`src/rtl/mv_pkg.sv`:
```
package mv_pkg;
    typedef enum logic [2:0] {
        ST_IDLE,
        ST_SHOT,
        ST_FIRST,
        ST_HIGH,
        ST_LOW
    } mv_state_e;
endpackage

```
`src/rtl/mv_sync.sv`:
```
// Two-flop synchronizer for a bundle of asynchronous inputs.
module mv_sync #(
    parameter int         N       = 1,
    parameter logic [N-1:0] RST_VAL = '0
) (
    input  logic         clk,
    input  logic         rst_n,
    input  logic [N-1:0] din,
    output logic [N-1:0] level
);
    logic [N-1:0] meta;

    always_ff @(posedge clk or negedge rst_n) begin
        if (!rst_n) begin
            meta  <= RST_VAL;
            level <= RST_VAL;
        end else begin
            meta  <= din;
            level <= meta;
        end
    end
endmodule

```
`src/rtl/mv_delay.sv`:
```
// One-cycle history register used for edge detection.
module mv_delay #(
    parameter int           N       = 1,
    parameter logic [N-1:0] RST_VAL = '0
) (
    input  logic         clk,
    input  logic         rst_n,
    input  logic [N-1:0] din,
    output logic [N-1:0] dout
);
    always_ff @(posedge clk or negedge rst_n) begin
        if (!rst_n) dout <= RST_VAL;
        else        dout <= din;
    end
endmodule

```
`src/rtl/mv_len.sv`:
```
// Clamps a programmed cycle count so that zero behaves as one.
module mv_len #(
    parameter int W = 16
) (
    input  logic [W-1:0] raw,
    output logic [W-1:0] eff
);
    localparam logic [W-1:0] ONE = W'(1);

    always_comb eff = (raw == '0) ? ONE : raw;
endmodule

```
`src/rtl/mv_fsm.sv`:
```
// Timing state machine with one shared down-counter.
module mv_fsm
    import mv_pkg::*;
#(
    parameter int W = 16
) (
    input  logic         clk,
    input  logic         rst_n,
    input  logic         mreset,
    input  logic         run_en,
    input  logic         fire,
    input  logic         retrig_lvl,
    input  logic [W-1:0] shot_cycles,
    input  logic [W-1:0] half_cycles,
    output logic         pulse_q,
    output logic         osc_out
);
    localparam logic [W-1:0] ONE = W'(1);

    mv_state_e    state, state_nx;
    logic [W-1:0] cnt, load_val;
    logic         reload;
    logic         cnt_done;

    assign cnt_done = (cnt == '0);

    // next-state logic
    always_comb begin
        state_nx = state;
        reload   = 1'b0;
        if (mreset) begin
            state_nx = ST_IDLE;
        end else begin
            unique case (state)
                ST_IDLE: begin
                    if (run_en)    state_nx = ST_FIRST;
                    else if (fire) state_nx = ST_SHOT;
                end
                ST_SHOT: begin
                    if (fire && retrig_lvl) reload   = 1'b1;
                    else if (cnt_done)      state_nx = ST_IDLE;
                end
                ST_FIRST: begin
                    if (!run_en)       state_nx = ST_IDLE;
                    else if (cnt_done) state_nx = ST_LOW;
                end
                ST_HIGH: begin
                    if (!run_en)       state_nx = ST_IDLE;
                    else if (cnt_done) state_nx = ST_LOW;
                end
                ST_LOW: begin
                    if (!run_en)       state_nx = ST_IDLE;
                    else if (cnt_done) state_nx = ST_HIGH;
                end
                default: state_nx = ST_IDLE;
            endcase
        end
    end

    // length of the phase being entered
    always_comb begin
        unique case (state_nx)
            ST_SHOT, ST_FIRST: load_val = shot_cycles - ONE;
            ST_HIGH, ST_LOW:   load_val = half_cycles - ONE;
            default:           load_val = '0;
        endcase
    end

    // state register and phase counter
    always_ff @(posedge clk or negedge rst_n) begin
        if (!rst_n) begin
            state <= ST_IDLE;
            cnt   <= '0;
        end else begin
            state <= state_nx;
            if (state_nx != state || reload) cnt <= load_val;
            else if (!cnt_done)               cnt <= cnt - ONE;
        end
    end

    // outputs
    always_comb begin
        pulse_q = 1'b0;
        osc_out = 1'b0;
        unique case (state)
            ST_SHOT, ST_FIRST: pulse_q = 1'b1;
            ST_HIGH: begin
                pulse_q = 1'b1;
                osc_out = (cnt >= (half_cycles >> 1));
            end
            ST_LOW:  osc_out = (cnt >= (half_cycles >> 1));
            default: pulse_q = 1'b0;
        endcase
    end
endmodule

```
`src/rtl/multivib_timer.sv`:
```
module multivib_timer #(
    parameter int CNT_W = 16
) (
    input  logic             clk,
    input  logic             rst_n,
    input  logic [CNT_W-1:0] shot_len,
    input  logic [CNT_W-1:0] half_len,
    input  logic             gate_hi,
    input  logic             gate_lo_n,
    input  logic             trig_up,
    input  logic             trig_dn,
    input  logic             retrig,
    input  logic             mreset,
    output logic             pulse_q,
    output logic             pulse_qn,
    output logic             osc_out
);
    // bundle order: {gate_lo_n, gate_hi, retrig, trig_dn, trig_up}
    localparam int         NIN     = 5;
    localparam logic [NIN-1:0] IN_IDLE = 5'b10000;

    logic [NIN-1:0]   lvl;
    logic [1:0]       trg_prev;
    logic [CNT_W-1:0] shot_eff, half_eff;
    logic             run_en, fire;

    mv_sync #(.N(NIN), .RST_VAL(IN_IDLE)) u_sync (
        .clk   (clk),
        .rst_n (rst_n),
        .din   ({gate_lo_n, gate_hi, retrig, trig_dn, trig_up}),
        .level (lvl)
    );

    mv_delay #(.N(2), .RST_VAL(2'b00)) u_hist (
        .clk   (clk),
        .rst_n (rst_n),
        .din   (lvl[1:0]),
        .dout  (trg_prev)
    );

    mv_len #(.W(CNT_W)) u_shot_len (.raw(shot_len), .eff(shot_eff));
    mv_len #(.W(CNT_W)) u_half_len (.raw(half_len), .eff(half_eff));

    assign run_en = lvl[3] | ~lvl[4];
    assign fire   = (lvl[0] & ~trg_prev[0] & ~lvl[1])
                  | (~lvl[1] & trg_prev[1] & lvl[0]);

    mv_fsm #(.W(CNT_W)) u_fsm (
        .clk         (clk),
        .rst_n       (rst_n),
        .mreset      (mreset),
        .run_en      (run_en),
        .fire        (fire),
        .retrig_lvl  (lvl[2]),
        .shot_cycles (shot_eff),
        .half_cycles (half_eff),
        .pulse_q     (pulse_q),
        .osc_out     (osc_out)
    );

    assign pulse_qn = ~pulse_q;
endmodule

```
`config.mk`:
```
export PLATFORM = sky130hd
export DESIGN_NAME = multivib_timer
export DESIGN_NICKNAME = d
export VERILOG_FILES = /design/src/rtl/mv_pkg.sv /design/src/rtl/mv_sync.sv /design/src/rtl/mv_delay.sv /design/src/rtl/mv_len.sv /design/src/rtl/mv_fsm.sv /design/src/rtl/multivib_timer.sv
export SDC_FILE = /design/constraint.sdc
export NUM_CORES = 1
export LEC_CHECK = 0
export ABC_AREA = 1
export BUFFER_PORTS_ARGS = -buffer_cell sky130_fd_sc_hd__buf_2
export CAP_MARGIN = 0
export CORE_ASPECT_RATIO = 0.7
export CORE_MARGIN = 4
export CORE_UTILIZATION = 30
export CTS_CLUSTER_SIZE = 25
export DETAILED_ROUTE_END_ITERATION = 8
export MAX_ROUTING_LAYER = met4
export SYNTH_ARGS = -nofsm -noshare
export SYNTH_HDL_FRONTEND = slang
export SYNTH_HIERARCHICAL = 1
export SYNTH_SLANG_ARGS = --single-unit
```
`constraint.sdc`:
```
create_clock -name clk -period 6.3 [get_ports clk]
set_clock_uncertainty 0.05 [all_clocks]
set_input_delay 1.575 -clock clk [delete_from_list [all_inputs] [get_ports clk]]
set_output_delay 1.575 -clock clk [all_outputs]
set_load 0.05 [all_outputs]
```
==> impl_metrics.toml, run 1 <==
[cts]
cts_hold_buf = 0
insertion_delay_ns = 0.28
postCtsResizedCells = 0
clock-sinks = 31
postCtsSetupBuffers = 0
cts_tree = "built"
clkTransAtPathRegs_ns = 0.05
numCtsBuffers = 5
clockBufferDepth = 2
clockRootBuffer = "clkbuf_16"
htree_levels = 2

[synth]
synth_area_per_cell_um2 = 6.49
yosysTopAreaCell = "dfrtp_1"
ys_seq_area_frac = 0.253
netlist_instances = 474
ys_top_cells_by_area = "dfrtp_1 24%, nand2_1 14%, ha_1 6.9%, inv_1 6.7%, nor2_1 6.3%"
yosys_warnings = 6
synth_edf_count = 0
syn_nets = 531
async_flop_share = 1.00
yosysUniqueCellTypes = 38
ys_seq_elements = 31
synth_top_area_share = 0.236
synth_ff_type = "dfrtp_1"
synth.cell_area_um2 = 3070

[final_layout]
final_common_cell = "nand2_1"
layout-area-overhead-vs-synth_pct = 11.3
n_antenna_cell = 0
final.fill_count = 1082
utilization = 0.348
final_cell_mix = "111 x nand2_1, 55 x inv_1, 52 x nor2_1, 42 x buf_2"
drive_above_1_share = 0.206
nNetsFinal = 541
stdcell_area_um2 = 3420
finalNonFillerCells = 613

[grt]
grtUsageTotal = 0.137
antenna_found_initial = 0
grt_max_degree = 32
grt_pass1_wl_um = 12700
grt_pass1_vias = 2562
grt.overflow.total = 0

[placement]
postPlaceCellArea_um2 = 3270
place_hpwl_um = 6480
io_buffers = 42
routabilityCongestion = 0.900
place_inst = 605
pre_cts_ws_ns = 1.07

[sta]
max_freq_ghz = 0.190
fin_setup_tns_ns = 0
setup_violations = 0
whs_ns = 0.294
rsz0062_at_grt = "false"
final-max-slew-violation-count = 0
setup_slack_ns = 1.03
period_minus_slack_ns = 5.27
fin_crit_sh = 0.836
hold_viol = 0
worstMarginPinSlew_ns = 0.749
slew_headroom = 0.500

[drt]
firstDrtPassIters = 4
wl_met3_um = 512
vias_per_cell = 4.70
dr.max_layer_used = "met4"
drt_iter0_drc = 185
route.detailed.drc = 0
wl_per_cell_um = 12.8
vias = 2884
wl_met2_um = 2960
drt-total-wl_um = 7830
m1WireLength_um = 4340
ant_nets = 0

[critical_path]
crit_path_end_kind = "output pin"
crit_fanout = 3
required_ns = 4.68
criticalPathCategory = "input pin to output pin"
start_kind = "input pin"
crit_arrival_ns = 3.64

[floorplan]
core_area_um2 = 9830
die_w_um = 129
die_y_um = 92.7
die-area_um2 = 12000
ios = 43
start_util = 0.313
row_count = 30

[pwr]
ir_drop_v = 0.000191
leakage_nw = 1.77
design_power_total_mw = 1.06
power_density_nw_per_um2 = 308

[job]
drv_cap = 0

[status]
status = "finished clean"

[hold_path]
hold_path_class = "register to register"
-- final timing paths --
kind,startpoint,endpoint,slack [ns],cells past startpoint
setup / recovery,half_len[2],osc_out,1.03,15
hold / removal,u_sync/meta[1]$_DFF_PN0_,u_sync/level[1]$_DFF_PN0_,0.29,0
setup reg to reg,u_fsm/cnt[0]$_DFFE_PN0P_,u_fsm/cnt[12]$_DFFE_PN0P_,2.75,20
hold reg to reg,u_sync/meta[1]$_DFF_PN0_,u_sync/level[1]$_DFF_PN0_,0.29,0
max in group asynchronous,rst_n,u_fsm/state[0]$_DFF_PN0_,4.43,1
min in group asynchronous,rst_n,u_fsm/cnt[14]$_DFFE_PN0P_,1.30,1
-- routing by layer --
layer | up-vias | global-route usage
met5 | - | -
met4 | 0 | 0.0201
met3 | 5 | 0.0300
met2 | 75 | 0.169
met1 | 1300 | 0.222
li1 | 1504 | -
-- state kept, by name, indices dropped and copies added, names as in the netlist --
signal        cells
u_fsm/cnt        16
u_fsm/state       3
u_hist/dout       2
u_sync/level      5
u_sync/meta       5
-- synth_stat cells, types with 2 or more instances --
| cell type | number |
|---|---|
| o21ai_0 | 12 |
| inv_1 | 55 |
| nor3_1 | 5 |
| dfrtp_1 | 29 |
| a21oi_1 | 30 |
| nand3_4 | 2 |
| buf_2 | 5 |
| inv_2 | 9 |
| buf_4 | 2 |
| xnor2_1 | 5 |
| clkbuf_1 | 30 |
| nor2_4 | 4 |
| xor2_1 | 9 |
| nand3b_1 | 9 |
| nor2_2 | 9 |
| nand3_2 | 4 |
| o21ai_1 | 3 |
| nand3_1 | 30 |
| dfstp_2 | 2 |
| nand2_1 | 111 |
| nor2_1 | 52 |
| o21a_1 | 2 |
| nor4_1 | 2 |
| nor3_4 | 2 |
| nand2_2 | 14 |
| a21boi_0 | 2 |
| ha_1 | 17 |
| nand2_4 | 3 |
| nand4_1 | 6 |
-- area by class of cell --
class                   instances  area [µm²]  share of cell area
clock buffers                   8         156              0.0457
inverters                      65         244              0.0713
multi-input cells             339        1870               0.547
flip-flops and latches         31         778               0.227
well taps                     128         160              0.0468
repair buffers                 42         210              0.0614
-- worst max-delay path, stage by stage --
cell and delay (ns):
buf_2 0.10, inv_1 0.06, ha_1 0.28, a21boi_0 0.13, o21a_1 0.19, o21a_1 0.16, o21ai_0 0.16, nand2_1 0.11
a21oi_1 0.14, o21ai_0 0.13, nand2_1 0.12, a21oi_1 0.06, o21ai_0 0.16, inv_1 0.05, buf_2 0.20
-- cell families (layout without fill, tap and decap cells) --
| logic type | Yosys count | in the layout | share of synthesized area |
|---|---|---|---|
| DFF | 31 | 31 | 0.253 |
| buffers and inverters | 104 | 115 | 0.138 |
| adders and majority gates | 17 | 17 | 0.0692 |
| AOI/OAI and AO/OA | 55 | 55 | 0.0985 |
| xor gates and xnor gates | 14 | 14 | 0.0399 |
| and+or+nand+nor | 253 | 253 | 0.402 |
-- power breakdown --
group          leakage (nW)  switching [mW]  internal, mW  total [mW]
registers             0.386          0.0572         0.252       0.309
clock network        0.0772          0.0832         0.168       0.251
logic                  1.30           0.310         0.185       0.495
Note: power is estimated with default switching activity, not from simulation.
==> run 2, diff against run 1 <==
- clock period: 6.3 -> 4.3 ns (I/O delays scaled with it)
==> run 2 against run 1 <==
Effect of this change: clock power rose by 47%; global-route usage grew 0.44 points; largest cell class unchanged; final area rose by 0.40%.
==> impl_metrics.toml, run 2 (synthesis results as in run 1) <==
[floorplan]
die_y_um = 92.7
core_area_um2 = 9830
start_util = 0.313
row_count = 30
ios = 43
die_w_um = 129
die-area_um2 = 12000

[sta]
max_freq_ghz = 0.244
final-max-slew-violation-count = 0
period_minus_slack_ns = 4.09
whs_ns = 0.294
worstMarginPinSlew_ns = 0.737
rsz0062_at_grt = "false"
hold_viol = 0
fin_setup_tns_ns = 0
setup_slack_ns = 0.209
fin_crit_sh = 0.951
slew_headroom = 0.509
setup_violations = 0

[final_layout]
layout-area-overhead-vs-synth_pct = 11.8
drive_above_1_share = 0.208
final_common_cell = "nand2_1"
regMostFlops = "u_fsm/cnt"
largest_reg_flops = 16
stdcell_area_um2 = 3440
nNetsFinal = 542
finalNonFillerCells = 614
n_antenna_cell = 0
final_cell_mix = "111 x nand2_1, 55 x inv_1, 52 x nor2_1, 41 x buf_2"
utilization = 0.349
top_regs = "u_fsm/cnt x16, u_sync/level x5, u_sync/meta x5"

[pwr]
power_density_nw_per_um2 = 451
ir_drop_v = 0.000338
design_power_total_mw = 1.55
leakage_nw = 1.77

[critical_path]
r2r_setup_slack_ns = 0.71
cp.depth = 15
criticalPathCategory = "input pin to output pin"
crit_path_end_kind = "output pin"
crit_arrival_ns = 2.97
critPathMostFrequentCell = "o21ai_1"
start_kind = "input pin"
crit_start = "half_len[2]"
r2r_end = "u_fsm/cnt[12]$_DFFE_PN0P_"
slowest_delay_ns = 0.28
reg2reg_from = "u_fsm/cnt[0]$_DFFE_PN0P_"
cp_top_family = "compound AO/OA/AOI/OAI gates"
critical_path.cell_chain = "buf_2, inv_1, ha_1, a21boi_0, o21a_1, o21a_1, o21ai_1, nand2_1, a21oi_1, o21ai_1, nand2_1, a21oi_1, o21ai_1, inv_1, buf_6"
cpMaxStageDelayCell = "ha_1"
reg2regPathDepth = 21
crit_path_end = "osc_out"
cp_num_buf_inv = 4
required_ns = 3.17
crit_fanout = 3

[placement]
routabilityCongestion = 0.898
place_inst = 606
postPlaceCellArea_um2 = 3270
pre_cts_ws_ns = 0.0779
io_buffers = 42
place_hpwl_um = 6510

[drt]
firstDrtPassIters = 4
drt-total-wl_um = 7930
vias_per_cell = 4.68
ant_nets = 0
drt_iter0_drc = 261
route.detailed.drc = 0
wl_per_cell_um = 12.9
vias = 2876

[cts]
htree_levels = 2
cts_tree = "built"
clockBufferDepth = 2
clockRootBuffer = "clkbuf_16"
clkTransAtPathRegs_ns = 0.05
clock-sinks = 31
insertion_delay_ns = 0.28
numCtsBuffers = 5

[grt]
grt_max_degree = 32
grtUsageTotal = 0.141
grt_pass1_vias = 2650
grt_pass1_wl_um = 13100
antenna_found_initial = 0
grt.overflow.total = 0

[status]
status = "finished clean"

[hold_path]
hp-start = "u_sync/meta[3]$_DFF_PN0_"
hold_path_class = "register to register"

[job]
drv_cap = 0
[run 2: cell count changes in the layout (fill, tap and decap cells not counted), sizes merged]
cell and change:
buf +1
[run 2: area by class of cell]
type	count	area (µm²)
clock buffers	8	156
fillers	1086	6400
inverters	65	244
multi-input cells	339	1870
flip-flops and latches	31	778
well taps	128	160
repair buffers	43	224
[run 2: where the power goes]
group          switching (mW)  internal, mW  total [mW]
Combinational           0.459         0.272       0.732
Clock                   0.123         0.246       0.369
Sequential             0.0809         0.369       0.450
[run 2: timing repair]
item	4_1_cts	5_1_grt
hold buffers	0	0
endpoints found under the setup margin	0	1
setup buffers	0	0
resized for setup	0	6
endpoints found under the hold margin	0	0
[run 2: worst min-delay path by stage]
stage	end	slack, ns	depth (start not counted)
finish	u_sync/level[3]$_DFF_PN0_	0.29	0
global route	u_sync/level[1]$_DFF_PN0_	0.30	0
CTS	u_sync/level[3]$_DFF_PN0_	0.30	0
detailed placement	u_sync/level[3]$_DFF_PN0_	0.28	0
global placement	u_sync/level[3]$_DFF_PN0_	0.29	0
floorplan	u_sync/level[0]$_DFF_PN0_	0.28	0
[run 2: per-layer routing]
layer / vias to the layer above / wire, µm / GRT usage
met5: - / 0 / -
met4: 0 / 27 / 0.0271
met3: 3 / 496 / 0.0317
met2: 81 / 3090 / 0.179
met1: 1295 / 4320 / 0.222
li1: 1497 / - / -
==> run 3, diff against run 2 <==
- ABC_AREA: 1 -> 0
- PLACE_DENSITY: unset -> 0.56
==> run 3 against run 2 <==
Effect of this change: sequential power barely moved; combinational power fell by 37%; sequential share of layout area rose by 1.5 points; core utilization rose by 0.35 points; register-to-register slack got worse by 0.04 ns; cell count fell by 22%; via count fell by 14%; clock power fell by 2%; final area fell by 6.1%; synthesized cell count fell by 28%; critical path type unchanged; largest power group unchanged.
==> impl_metrics.toml, run 3 <==
[status]
status = "finished clean"

[grt]
grtUsageTotal = 0.133
grt_pass1_wl_um = 11600
grt.overflow.total = 0
grt_max_degree = 32
grt_pass1_vias = 2307
antenna_found_initial = 0

[synth]
netlist_instances = 343
synth_top_area_share = 0.256
yosysMostFrequentCell = "clkbuf_1"
syn_nets = 400
ys_top_cells_by_area = "dfrtp_1 26%, ha_1 7.5%, xnor2_1 6.8%, clkbuf_1 4.9%, nand2_1 3.8%"
ys_seq_elements = 31
synth_common_cells = "37 x clkbuf_1, 29 x dfrtp_1, 29 x nand2_1, 23 x nor2_1, 22 x xnor2_1"
synth_edf_count = 0
synth_area_per_cell_um2 = 8.27
yosys_warnings = 6
yosysUniqueCellTypes = 54
yosysTopAreaCell = "dfrtp_1"
async_flop_share = 1.00
synth.cell_area_um2 = 2840
synth_ff_type = "dfrtp_1"
ys_seq_area_frac = 0.274

[hold_path]
hold_path_class = "register to register"
hp-start = "u_sync/meta[2]$_DFF_PN0_"

[final_layout]
final_cell_mix = "42 x buf_2, 29 x nand2_1, 29 x dfrtp_1, 23 x nor2_1, 22 x xnor2_1"
top_regs = "u_fsm/cnt x16, u_sync/level x5, u_sync/meta x5"
finalNonFillerCells = 479
largest_reg_flops = 16
final.fill_count = 961
final_common_cell = "buf_2"
regMostFlops = "u_fsm/cnt"
n_antenna_cell = 0
drive_above_1_share = 0.197
nNetsFinal = 411
layout-area-overhead-vs-synth_pct = 13.8

[critical_path]
slowest_delay_ns = 0.28
crit_arrival_ns = 2.89
crit_start = "half_len[1]"
cpMaxStageDelayCell = "ha_1"
crit_path_end_kind = "output pin"
critical_path.cell_chain = "buf_2, ha_1, nand2b_1, a21o_1, a21o_1, a211oi_1, o21ai_0, o211ai_1, a21o_1, a211oi_2, buf_2"
required_ns = 3.17
cp_top_family = "compound AO/OA/AOI/OAI gates"
critPathMostFrequentCell = "a21o_1"
criticalPathCategory = "input pin to output pin"
reg2reg_from = "u_fsm/cnt[0]$_DFFE_PN0P_"
cp_num_buf_inv = 2
start_kind = "input pin"
crit_fanout = 5

[cts]
numCtsBuffers = 5
cts_tree = "built"
clockRootBuffer = "clkbuf_16"
postCtsResizedCells = 0
cts_hold_buf = 0
clock-sinks = 31
htree_levels = 2
clkTransAtPathRegs_ns = 0.05
insertion_delay_ns = 0.27
clockBufferDepth = 2
postCtsSetupBuffers = 0

[sta]
fin_crit_sh = 0.933
rsz0062_at_grt = "false"
max_freq_ghz = 0.249
hold_viol = 0
final-max-slew-violation-count = 0
worstMarginPinSlew_ns = 0.723
period_minus_slack_ns = 4.01
fin_setup_tns_ns = 0
slew_headroom = 0.518
setup_slack_ns = 0.289
setup_violations = 0

[drt]
firstDrtPassIters = 4
vias = 2459
route.detailed.drc = 0
vias_per_cell = 5.13
drt-total-wl_um = 7000
drt_iter0_drc = 151
ant_nets = 0
wl_per_cell_um = 14.6

[floorplan]
die_y_um = 89.4
start_util = 0.310
die_w_um = 124
ios = 43
die-area_um2 = 11100
core_area_um2 = 9140
row_count = 29

[pwr]
ir_drop_v = 0.000147
leakage_nw = 1.35
power_density_nw_per_um2 = 395

[placement]
place_hpwl_um = 5660
pre_cts_ws_ns = 0.267
io_buffers = 42
place_inst = 471
routabilityCongestion = 0.879

[job]
drv_cap = 0
## run 3: cell types whose count changed in the layout (fill, tap and decap cells not counted), moves of 9 or more
cell / previous run / this run
xnor2_1: 5 / 22
nand2_1: 111 / 29
a21oi_1: 30 / 8
inv_2: 9 / 0
nor4_1: 2 / 14
inv_1: 55 / 18
nand2_2: 14 / 0
o211ai_1: 0 / 10
nand3_1: 30 / 6
nor2_2: 9 / 0
nor2_1: 52 / 23
## run 3: power breakdown
group	switching, mW	internal, mW	leakage (nW)
clock network	0.115	0.246	0.0772
registers	0.0976	0.355	0.381
logic	0.256	0.206	0.895
total	0.469	0.807	1.35
## run 3: cells by family (layout without fill, tap and decap cells)
group,Yosys count,count (layout),share of synthesized area
fa+ha+maj,17,17,0.0750
simple gates,126,126,0.259
xor+xnor,35,35,0.111
buf+inv,59,71,0.0798
flops,31,31,0.274
compound gates,67,67,0.168
mux,8,8,0.0326
## run 3: metal layers
| layer | wire [µm] | share of wire | up-vias | global-route usage |
|---|---|---|---|---|
| met4 | 10 | 0.0014 | 0 | 0.0149 |
| met3 | 365 | 0.052 | 2 | 0.0316 |
| met2 | 3140 | 0.45 | 43 | 0.203 |
| li1 | - | - | 1225 | - |
| met1 | 3480 | 0.50 | 1189 | 0.187 |
| met5 | 0 | 0 | - | - |
## run 3: worst paths after layout
kind	slack, ns	cells after the start	endpoint
max reg2reg	0.67	14	u_fsm/cnt[12]$_DFFE_PN0P_
min	0.30	0	u_sync/level[2]$_DFF_PN0_
min in group asynchronous	0.81	1	u_fsm/cnt[13]$_DFFE_PN0P_
max	0.29	11	osc_out
max in group asynchronous	2.92	1	u_sync/level[3]$_DFF_PN0_
min reg2reg	0.30	0	u_sync/level[2]$_DFF_PN0_
## run 3: cell type report
class                           count  area (µm²)  area share
Inverter                           18        67.6      0.0209
Multi-Input combinational cell    253        1840       0.569
Sequential cell                    31         778       0.241
Tap cell                          124         155      0.0481
Timing Repair Buffer               45         233      0.0721
Clock buffer                        8         156      0.0485
## run 3: through the flow
| stage | instance area [µm²] | power, mW | util | hold WS (ns) |
|---|---|---|---|---|
| 6_report | 3230 | 1.28 | 0.353 | 0.296 |
| 5_1_grt | 3230 | 1.39 | 0.353 | 0.302 |
| 4_1_cts | 3230 | 1.29 | 0.353 | 0.300 |
| 3_5_place_dp | 3070 | 0.920 | 0.336 | 0.286 |
| 3_3_place_gp | 3070 | 0.908 | 0.336 | 0.284 |
| 2_1_floorplan | 2840 | 0.798 | - | 0.281 |
